==> config.mk <==
export PLATFORM = sky130hd
export DESIGN_NAME = ddr3_cmd_monitor
export DESIGN_NICKNAME = d
export VERILOG_FILES = /design/src/rtl/ddr3_mon_pkg.sv /design/src/rtl/ddr3_cmd_decode.sv /design/src/rtl/ddr3_pwr_track.sv /design/src/rtl/ddr3_burst_track.sv /design/src/rtl/ddr3_cmd_monitor.sv
export SDC_FILE = /design/constraint.sdc
export NUM_CORES = 1
export LEC_CHECK = 0
export BUFFER_PORTS_ARGS = -buffer_cell sky130_fd_sc_hd__buf_2
export CAP_MARGIN = 20
export CORE_UTILIZATION = 25
export DETAILED_ROUTE_END_ITERATION = 7
export PLACE_DENSITY = 0.42
export SETUP_SLACK_MARGIN = 0.4
export SYNTH_ARGS = -nofsm -noshare
export SYNTH_HDL_FRONTEND = slang
export SYNTH_SLANG_ARGS = --single-unit
==> constraint.sdc <==
create_clock -name clk -period 5.2 [get_ports clk]
set_clock_uncertainty 0.1 [all_clocks]
set_input_delay 0.26 -clock clk [delete_from_list [all_inputs] [get_ports clk]]
set_output_delay 0.26 -clock clk [all_outputs]
set_load 0.02 [all_outputs]
==> src/rtl/ddr3_mon_pkg.sv <==
package ddr3_mon_pkg;
  localparam int NUM_CMD = 15;

  typedef enum logic [3:0] {
    C_NOP  = 4'd0,  C_DES  = 4'd1,  C_MRS  = 4'd2,  C_REF  = 4'd3,
    C_ACT  = 4'd4,  C_RD   = 4'd5,  C_WR   = 4'd6,  C_PRE  = 4'd7,
    C_PREA = 4'd8,  C_ZQL  = 4'd9,  C_ZQS  = 4'd10, C_PDE  = 4'd11,
    C_PDX  = 4'd12, C_SRE  = 4'd13, C_SRX  = 4'd14
  } cmd_e;

  localparam logic [1:0] PWR_ACT = 2'b00;
  localparam logic [1:0] PWR_PD  = 2'b01;
  localparam logic [1:0] PWR_SR  = 2'b10;

  localparam logic [1:0] ERR_NONE    = 2'd0;
  localparam logic [1:0] ERR_ILLEGAL = 2'd1;
  localparam logic [1:0] ERR_BURST   = 2'd2;
  localparam logic [1:0] ERR_LOCK    = 2'd3;

  localparam logic [1:0] BM_BL8 = 2'b00;
  localparam logic [1:0] BM_OTF = 2'b01;
  localparam logic [1:0] BM_BC4 = 2'b10;
endpackage

==> src/rtl/ddr3_cmd_decode.sv <==
module ddr3_cmd_decode
  import ddr3_mon_pkg::*;
(
  input  logic       cke_prev,
  input  logic       cke,
  input  logic       cs_n,
  input  logic       ras_n,
  input  logic       cas_n,
  input  logic       we_n,
  input  logic       a10,
  input  logic [1:0] pwr,
  output cmd_e       cmd,
  output logic       valid,
  output logic       illegal
);
  logic [2:0] pat;
  assign pat = {ras_n, cas_n, we_n};

  always_comb begin
    cmd     = C_NOP;
    valid   = 1'b0;
    illegal = 1'b0;
    unique case ({cke_prev, cke})
      2'b11: begin
        valid = 1'b1;
        if (cs_n) cmd = C_DES;
        else begin
          case (pat)
            3'b000:  cmd = C_MRS;
            3'b001:  cmd = C_REF;
            3'b010:  cmd = a10 ? C_PREA : C_PRE;
            3'b011:  cmd = C_ACT;
            3'b100:  cmd = C_WR;
            3'b101:  cmd = C_RD;
            3'b110:  cmd = a10 ? C_ZQL : C_ZQS;
            default: cmd = C_NOP;
          endcase
        end
      end
      2'b10: begin
        if (!cs_n && pat == 3'b001) begin
          cmd = C_SRE; valid = 1'b1;
        end else if (cs_n || pat == 3'b111) begin
          cmd = C_PDE; valid = 1'b1;
        end else illegal = 1'b1;
      end
      2'b01: begin
        if (pwr == PWR_SR) begin
          cmd = C_SRX; valid = 1'b1;
        end else if (pwr == PWR_PD) begin
          cmd = C_PDX; valid = 1'b1;
        end else illegal = 1'b1;
      end
      default: ;
    endcase
  end
endmodule

==> src/rtl/ddr3_pwr_track.sv <==
module ddr3_pwr_track
  import ddr3_mon_pkg::*;
#(
  parameter int LOCK_CYC = 512
) (
  input  logic       clk,
  input  logic       rst,
  input  logic       valid,
  input  cmd_e       cmd,
  output logic [1:0] pwr_state,
  output logic       lock_active
);
  localparam int LW = $clog2(LOCK_CYC);

  logic [LW-1:0] lock_cnt;

  always_ff @(posedge clk) begin
    if (rst) begin
      pwr_state <= PWR_ACT;
      lock_cnt  <= '0;
    end else begin
      if (valid) begin
        case (cmd)
          C_PDE:        pwr_state <= PWR_PD;
          C_SRE:        pwr_state <= PWR_SR;
          C_PDX, C_SRX: pwr_state <= PWR_ACT;
          default: ;
        endcase
      end
      if (valid && cmd == C_SRX) lock_cnt <= LW'(LOCK_CYC - 1);
      else if (lock_cnt != '0)   lock_cnt <= lock_cnt - 1'b1;
    end
  end

  assign lock_active = (lock_cnt != '0);
endmodule

==> src/rtl/ddr3_burst_track.sv <==
module ddr3_burst_track
  import ddr3_mon_pkg::*;
#(
  parameter int BURST_CLK = 4
) (
  input  logic       clk,
  input  logic       rst,
  input  logic       start,
  input  logic       mode_load,
  input  logic [1:0] mode_in,
  output logic       busy,
  output logic [1:0] mode
);
  localparam int BW = $clog2(BURST_CLK);

  logic [BW-1:0] cnt;

  always_ff @(posedge clk) begin
    if (rst) begin
      cnt  <= '0;
      mode <= BM_BL8;
    end else begin
      if (start)            cnt <= BW'(BURST_CLK - 1);
      else if (cnt != '0)   cnt <= cnt - 1'b1;
      if (mode_load)        mode <= mode_in;
    end
  end

  assign busy = (cnt != '0);
endmodule

==> src/rtl/ddr3_cmd_monitor.sv <==
module ddr3_cmd_monitor
  import ddr3_mon_pkg::*;
#(
  parameter int BA_W      = 3,
  parameter int ADDR_W    = 15,
  parameter int COL_W     = 10,
  parameter int LOCK_CYC  = 512,
  parameter int BURST_CLK = 4
) (
  input  logic               clk,
  input  logic               rst,
  input  logic               cke,
  input  logic               cs_n,
  input  logic               ras_n,
  input  logic               cas_n,
  input  logic               we_n,
  input  logic [BA_W-1:0]    ba,
  input  logic [ADDR_W-1:0]  addr,
  output logic               cmd_valid,
  output logic [NUM_CMD-1:0] cmd_onehot,
  output logic [BA_W-1:0]    cmd_bank,
  output logic [ADDR_W-1:0]  cmd_row,
  output logic [COL_W-1:0]   cmd_col,
  output logic               cmd_ap,
  output logic               cmd_len8,
  output logic [1:0]         pwr_state,
  output logic               burst_busy,
  output logic               err_flag,
  output logic [1:0]         err_code
);
  logic cke_prev;
  cmd_e dec_cmd;
  logic dec_valid, dec_illegal;
  logic lock_active, busy_now;
  logic [1:0] bmode;
  logic [NUM_CMD-1:0] oh_d;

  ddr3_cmd_decode u_dec (
    .cke_prev(cke_prev), .cke(cke), .cs_n(cs_n), .ras_n(ras_n),
    .cas_n(cas_n), .we_n(we_n), .a10(addr[10]), .pwr(pwr_state),
    .cmd(dec_cmd), .valid(dec_valid), .illegal(dec_illegal)
  );

  logic is_rdwr, burst_err, lock_err, mrs0;
  assign is_rdwr   = dec_valid && (dec_cmd == C_RD || dec_cmd == C_WR);
  assign burst_err = is_rdwr && busy_now;
  assign lock_err  = dec_valid && dec_cmd == C_WR && lock_active;
  assign mrs0      = dec_valid && dec_cmd == C_MRS && ba == '0;

  ddr3_pwr_track #(.LOCK_CYC(LOCK_CYC)) u_pwr (
    .clk(clk), .rst(rst), .valid(dec_valid), .cmd(dec_cmd),
    .pwr_state(pwr_state), .lock_active(lock_active)
  );

  ddr3_burst_track #(.BURST_CLK(BURST_CLK)) u_burst (
    .clk(clk), .rst(rst), .start(is_rdwr && !busy_now),
    .mode_load(mrs0), .mode_in(addr[1:0]),
    .busy(busy_now), .mode(bmode)
  );

  for (genvar i = 0; i < NUM_CMD; i++) begin : g_oh
    assign oh_d[i] = dec_valid && (dec_cmd == cmd_e'(i));
  end

  logic len8_d;
  always_comb begin
    case (bmode)
      BM_OTF:  len8_d = addr[12];
      BM_BC4:  len8_d = 1'b0;
      default: len8_d = 1'b1;
    endcase
  end

  always_ff @(posedge clk) begin
    if (rst) begin
      cke_prev   <= 1'b1;
      cmd_valid  <= 1'b0;
      cmd_onehot <= '0;
      cmd_bank   <= '0;
      cmd_row    <= '0;
      cmd_col    <= '0;
      cmd_ap     <= 1'b0;
      cmd_len8   <= 1'b1;
      err_flag   <= 1'b0;
      err_code   <= ERR_NONE;
    end else begin
      cke_prev   <= cke;
      cmd_valid  <= dec_valid;
      cmd_onehot <= oh_d;
      if (dec_valid) begin
        cmd_bank <= ba;
        cmd_row  <= addr;
        cmd_col  <= addr[COL_W-1:0];
        cmd_ap   <= is_rdwr && addr[10];
        cmd_len8 <= len8_d;
      end
      if (!err_flag && (dec_illegal || burst_err || lock_err)) begin
        err_flag <= 1'b1;
        err_code <= dec_illegal ? ERR_ILLEGAL : (burst_err ? ERR_BURST : ERR_LOCK);
      end
    end
  end

  assign burst_busy = busy_now;
endmodule

==> results of run 1 <==
## registers in the layout, indices dropped and copies added (netlist names), 2 cells and up
name,count
cmd_onehot,15
u_burst.mode,2
u_pwr.lock_cnt,9
u_pwr.pwr_state,2
err_code,2
u_burst.cnt,2
cmd_bank,3
cmd_row,15
## critical path, delay by kind of cell (launching register included)
kind | cells | cell delay (ns)
compound gates | 3 | 1.02
fa+ha+maj | 1 | 0.25
simple gates | 3 | 0.53
flops | 1 | 0.34
## cell families after synthesis
family | count (synthesis)
flip-flops | 55
AND/OR/NAND/NOR | 120
buffers and inverters | 34
adder cells (fa/ha/maj) | 7
XOR/XNOR | 7
AO/OA/AOI/OAI | 64
## final timing paths
kind	endpoint	slack [ns]	cells past startpoint
worst max-delay path	u_pwr.pwr_state[1]	2.84	7
worst max register to register	u_pwr.pwr_state[1]	2.84	7
worst min-delay path	cmd_row[11]	0.08	3
worst min register to register	cmd_row[13]	0.36	2
## metrics by stage
| step | util | power, uW | setup slack [ns] |
|---|---|---|---|
| after floorplan | - | 776 | 3.10 |
| after global placement | 0.306 | 853 | 2.75 |
| after detailed placement | 0.306 | 854 | 2.70 |
| after CTS | 0.319 | 1160 | 2.81 |
| after global routing | 0.319 | 1220 | 2.62 |
| final | 0.319 | 1140 | 2.84 |
## cells in the mapped netlist, types with 5 or more instances
cell type	number
sky130_fd_sc_hd__a21oi_1	30
sky130_fd_sc_hd__buf_4	11
sky130_fd_sc_hd__clkbuf_1	8
sky130_fd_sc_hd__dfxtp_1	55
sky130_fd_sc_hd__ha_1	7
sky130_fd_sc_hd__inv_1	10
sky130_fd_sc_hd__nand2_1	46
sky130_fd_sc_hd__nand2b_1	10
sky130_fd_sc_hd__nor2_1	24
sky130_fd_sc_hd__nor2b_1	9
sky130_fd_sc_hd__nor3_1	5
sky130_fd_sc_hd__xnor2_1	5
## per-layer routing
| layer | share of wire | GRT usage |
|---|---|---|
| met1 | 0.49 | 0.159 |
| met2 | 0.45 | 0.203 |
| met3 | 0.051 | 0.0304 |
| met4 | 0.0043 | 0.0323 |
| met5 | 0 | 0 |
## final cells by class
type,count,area share
clock buffer,6,0.0275
clock inverter,2,0.0117
sequential,55,0.367
inverter,12,0.0150
tap,129,0.0538
timing repair buffer,76,0.127
multi-input combinational,198,0.398
## where the power goes
part | total, uW | internal, uW | leakage, uW | switching, uW
sequential | 500 | 467 | 0.000450 | 33.2
combinational | 343 | 141 | 0.000846 | 202
clock | 295 | 156 | 0.0000612 | 139
total | 1140 | 764 | 0.00136 | 375
==> summary.md, run 1 <==
| Metric | Value |
|---|---|
| Hold Path Class | input pin to flip-flop |
| Antenna Cells | 0 |
| Final HPWL DP | 4340 um |
| Share of the clock period used by the worst path after layout | 0.453 |
| Share of cells above drive strength 1 | 0.292 |
| Kind of end point of the critical path | flip-flop |
| Multi-input logic area | 1190 um^2 |
| Final Net Count | 380 |
| Clk Latency, worst-skew pair | 0.30 ns |
| R2R Path Start | cke_prev |
| Cell Pwr Density | 380 nW/um^2 |
| Detailed-route DRC error count | 0 |
| Proportion of synthesized area in mux cells | 0 |
| Minimum period implied by the final worst setup slack | 2.36 ns |
| Initial core utilization | 0.263 |
| Peak Freq | 0.424 GHz |
| Number of global-route vias before repair | 1955 |
| Biggest area contributors in the synthesized netlist | sky130_fd_sc_hd__dfxtp_1, sky130_fd_sc_hd__nand2_1, sky130_fd_sc_hd__a21oi_1 |
| Total number of clock tree sinks | 55 |
| Final setup vio count | 0 |
| Area delta synth->final | 21.0% |
| Worst-path cell chain | ha_1 > and2_1 > a41oi_2 > a21o_1 > nor2_1 > nand2_1 > o32ai_1 |
| RSZ-0062 raised after global routing | no |
| Synthesized-area fraction occupied by ao, oa, aoi and oai cells | 0.177 |
| Number of synthesized register bits | 55 |
| Number of top-level design ports | 77 |
| Most used cells in the layout excluding fill and tap cells | sky130_fd_sc_hd__buf_2, sky130_fd_sc_hd__dfxtp_1, sky130_fd_sc_hd__nand2_1 |
| Nature of the critical path startpoint | flip-flop |
| Worst Setup SP | cke_prev |
| Max-slew violations | 0 |
| WHS | 0.0804 ns |
| Share of synthesized area occupied by flip-flops and latches | 0.444 |
| Data arrival, critical path | 2.45 ns |
| Leak | 0.00136 uW |
| Critical path required time | 5.29 ns |
| Die Outline Area | 10300 um^2 |
| Number of unique standard cell types used by synthesis | 56 |
| Number of vias per cell | 4.33 |
| Wirelength per Cell | 12.6 um |
| Total of max-cap violations | 0 |
| Relative max-transition margin | 0.413 |
| Simple-Gate Fraction of Synth Area | 0.242 |
| Total CTS buffers | 5 |
| Initial antenna violation count | 0 |
| Hold Buf Count CTS | 0 |
| Number of iterations in the first detailed-routing pass | 4 |
| H-tree Lvls | 2 |
| Largest stage delay on the critical path | 0.68 ns |
| Final Hold Vio Count | 0 |
| Fraction of the mapped netlist area in adder cells | 0.0353 |
| Width of the chip | 102 um |
| Post-synthesis average cell area | 8.64 um^2 |
| GR Overflow Total | 0 |
| FILL cells | 1022 |
| Die Ht | 102 um |
| Predominant post-synthesis flop cell | sky130_fd_sc_hd__dfxtp_1 |
| Cell area after technology mapping | 2480 um^2 |
| Proportion of synthesized flip-flops having asynchronous set or reset | 0 |
| Placed insts | 470 |
| Count of flip-flops with a built-in enable after synthesis | 0 |
| Number of instances in the synthesized netlist | 287 |
| Buffers on Ports | 76 |
| Cell type with the largest total area after synthesis | sky130_fd_sc_hd__dfxtp_1 |
| Worst supply voltage drop on vdd | 0.133 mV |
| Total wire length after detailed routing | 6040 um |
| Area after DPL | 2880 um^2 |
| Core region area | 9420 um^2 |
| Post-CTS clock slew at the launch and capture registers of the worst setup and hold paths | 0.10 ns |
| Post-CTS resize count | 0 |
| Largest family of logic cells by synthesized area | simple AND/OR/NAND/NOR gates |
| Syn nets | 319 |
| Area of all sequential standard cells | 1100 um^2 |
| Site row count | 35 |
| Launch instance of the worst min-delay path | addr[11] |
| Post-Layout Inst Area | 3000 um^2 |
| Run status | complete, no violations |
| Total number of vias | 2070 |
| Setup CP Type | flip-flop to flip-flop |
| Maximum fanout encountered on the critical timing path | 23 |
| Buffers from clock root to sink, at most | 2 |
| Area share of the leading cell type in the synthesized netlist | 0.444 |
| Most common cell after layout, fill and taps aside | sky130_fd_sc_hd__buf_2 |
| Sum of negative setup slack | 0 ns |
| GRT Util Overall | 0.123 |
| Final standard cell count with taps included and fillers excluded | 478 |
| Clock tree from TritonCTS | done |
| Final weighted congestion of routability-driven global placement | 0.770 |
| Slowest cell on the critical path | sky130_fd_sc_hd__a21o_1 |
| Drt first-iter violations | 99 |
| Count of buffers added by post-CTS timing repair for setup | 0 |
| Largest net degree at the start of global routing | 44 |
| Number of warnings reported in the yosys synthesis log | 0 |
| Remaining antenna violation count after routing | 0 |
| Slew @ Worst Pin | 0.880 ns |
| CTS root buffer | sky130_fd_sc_hd__clkbuf_8 |
| Post-Synth XOR/XNOR Area | 0.0278 |
| First-pass GRT wire length | 9780 um |
Power figures use the tool's default switching activity.
==> run 2: changes to the inputs <==
- PLACE_DENSITY: 0.42 -> 0.43
- clock period: 5.2 -> 1.99 ns (I/O delays scaled with it)
==> run 2 against run 1 <==
Effect of this change:
- die area unchanged
- sequential cell count unchanged
- register-to-register slack worse by 2.8 ns
- worst setup slack worse by 2.8 ns
- final area up 34%
- total power rose to 2.9 times the previous value
- combinational power rose to 4.0 times the previous value
- via count up 13%
- utilization up 11 points
- non-clock buffer count up 56
- critical path depth unchanged
- clock power up 120%
- critical endpoint is now u_pwr.lock_cnt[7]
==> summary.md, run 2 (synthesized netlist as in run 1, its figures left out) <==
| Metric | Value |
|---|---|
| Most used cells in the layout excluding fill and tap cells | sky130_fd_sc_hd__buf_2, sky130_fd_sc_hd__dfxtp_1, sky130_fd_sc_hd__nand2_1 (unchanged) |
| Wirelength per Cell | 12.7 um (was 12.6 um) |
| Site row count | 35 (unchanged) |
| Nature of the critical path startpoint | flip-flop (unchanged) |
| Antenna Cells | 0 (unchanged) |
| Number of global-route vias before repair | 2225 (was 1955) |
| Max-slew violations | 0 (unchanged) |
| Relative max-transition margin | 0.537 (was 0.413) |
| Critical path required time | 2.13 ns (was 5.29 ns) |
| Initial antenna violation count | 0 (unchanged) |
| Setup CP Type | flip-flop to flip-flop (unchanged) |
| Maximum fanout encountered on the critical timing path | 7 (was 23) |
| GRT Util Overall | 0.136 (was 0.123) |
| Run status | complete, no violations (unchanged) |
| GR Overflow Total | 0 (unchanged) |
| Data arrival, critical path | 2.07 ns (was 2.45 ns) |
| Buffers on Ports | 76 (unchanged) |
| RSZ-0062 raised after global routing | yes (was no) |
| Number of top-level design ports | 77 (unchanged) |
| Total number of vias | 2346 (was 2070) |
| Share of the clock period used by the worst path after layout | 0.969 (was 0.453) |
| Peak Freq | 0.519 GHz (was 0.424 GHz) |
| Total of max-cap violations | 0 (unchanged) |
| Total CTS buffers | 5 (unchanged) |
| Slew @ Worst Pin | 0.695 ns (was 0.880 ns) |
| Remaining antenna violation count after routing | 0 (unchanged) |
| Hold Path Class | input pin to flip-flop (unchanged) |
| Share of cells above drive strength 1 | 0.536 (was 0.292) |
| FILL cells | 947 (was 1022) |
| Minimum period implied by the final worst setup slack | 1.93 ns (was 2.36 ns) |
| Detailed-route DRC error count | 0 (unchanged) |
| Die Outline Area | 10300 um^2 (unchanged) |
| Number of iterations in the first detailed-routing pass | 4 (unchanged) |
| Sum of negative setup slack | 0 ns (unchanged) |
| Final weighted congestion of routability-driven global placement | 0.806 (was 0.770) |
| Most common cell after layout, fill and taps aside | sky130_fd_sc_hd__buf_2 (unchanged) |
| H-tree Lvls | 2 (unchanged) |
| Number of vias per cell | 4.39 (was 4.33) |
| Drt first-iter violations | 71 (was 99) |
| Initial core utilization | 0.263 (unchanged) |
| Buffers from clock root to sink, at most | 2 (unchanged) |
| Final setup vio count | 0 (unchanged) |
| Final Hold Vio Count | 0 (unchanged) |
| Area delta synth->final | 62.3% (was 21.0%) |
| Width of the chip | 102 um (unchanged) |
| CTS root buffer | sky130_fd_sc_hd__clkbuf_8 (unchanged) |
| Die Ht | 102 um (unchanged) |
| Kind of end point of the critical path | flip-flop (unchanged) |
| Largest regs | cmd_onehot (15), cmd_row (15), u_pwr.lock_cnt (9) (unchanged) |
| Largest net degree at the start of global routing | 29 (was 44) |
| Cell Pwr Density | 833 nW/um^2 (was 380 nW/um^2) |
| First-pass GRT wire length | 11000 um (was 9780 um) |
| Final Net Count | 436 (was 380) |
| Leak | 0.00181 uW (was 0.00136 uW) |
| Clock tree from TritonCTS | done (unchanged) |
| Worst supply voltage drop on vdd | 0.443 mV (was 0.133 mV) |
| Final HPWL DP | 4550 um (was 4340 um) |
| Total number of clock tree sinks | 55 (unchanged) |
| Final core occ | 0.427 (was 0.319) |
| Core region area | 9420 um^2 (unchanged) |
| Clk Latency, worst-skew pair | 0.31 ns (was 0.30 ns) |
| Total wire length after detailed routing | 6770 um (was 6040 um) |
| Post-CTS clock slew at the launch and capture registers of the worst setup and hold paths | 0.10 ns (about the same) |
-- run 2: metrics by stage --
| stage | cell area, um^2 | power, uW | hold WS [ns] | std cells | setup WS (ns) |
|---|---|---|---|---|---|
| 3_5_place_dp | 3070 | 2330 | 0.248 | 487 | -0.0784 |
| 2_1_floorplan | 2560 | 2040 | 0.0789 | 287 | 0.106 |
| 4_1_cts | 3720 | 3220 | 0.0772 | 529 | 0.0113 |
| 6_report | 4020 | 3350 | 0.0866 | 534 | 0.0622 |
| 3_3_place_gp | 3070 | 2330 | 0.242 | 487 | -0.0676 |
| 5_1_grt | 4020 | 3580 | 0.110 | 534 | -0.0145 |
-- run 2: power breakdown --
group | switching [uW] | internal, uW | total, uW | leakage, uW
clock | 398 | 254 | 651 | 0.0000485
sequential | 108 | 1220 | 1330 | 0.000452
combinational | 695 | 674 | 1370 | 0.00131
-- run 2: worst paths after layout --
kind                                  start                end  slack (ns)  cells past startpoint
worst max register to register     cke_prev  u_pwr.lock_cnt[7]        0.06                      7
worst max-delay path               cke_prev  u_pwr.lock_cnt[7]        0.06                      7
worst min-delay path               addr[10]             cmd_ap        0.09                      3
worst min register to register  cmd_bank[1]        cmd_bank[1]        0.36                      2
-- run 2: area by class of cell --
| class | count | area (um^2) | area share |
|---|---|---|---|
| Sequential cell | 55 | 1110 | 0.276 |
| Inverter | 12 | 47.5 | 0.0118 |
| Clock inverter | 3 | 22.5 | 0.00560 |
| Tap cell | 129 | 161 | 0.0401 |
| Multi-Input combinational cell | 198 | 1640 | 0.408 |
| Timing Repair Buffer | 132 | 968 | 0.241 |
| Clock buffer | 5 | 68.8 | 0.0171 |
-- run 2: critical path, cell delays in order (launching register included) --
cell                       delay (ns)
sky130_fd_sc_hd__dfxtp_4         0.39
sky130_fd_sc_hd__ha_4            0.17
sky130_fd_sc_hd__nand2b_4        0.07
sky130_fd_sc_hd__o41ai_4         0.27
sky130_fd_sc_hd__or2b_1          0.27
sky130_fd_sc_hd__or3_1           0.38
sky130_fd_sc_hd__buf_6           0.16
sky130_fd_sc_hd__o31ai_4         0.05
-- run 2: timing repair --
item / CTS / global route
gates cloned: 1 / 0
pin swaps: 24 / 33
endpoints found under the hold margin: 21 / 0
setup buffers: 14 / 5
endpoints found under the setup margin: 53 / 53
hold buffers: 19 / 0
resized for setup: 45 / 60
-- run 2: metal layers --
layer / wire length (um) / track usage
met1: 3380 / 0.186
met3: 234 / 0.0269
met4: 36 / 0.0245
met5: 0 / 0
met2: 3120 / 0.222
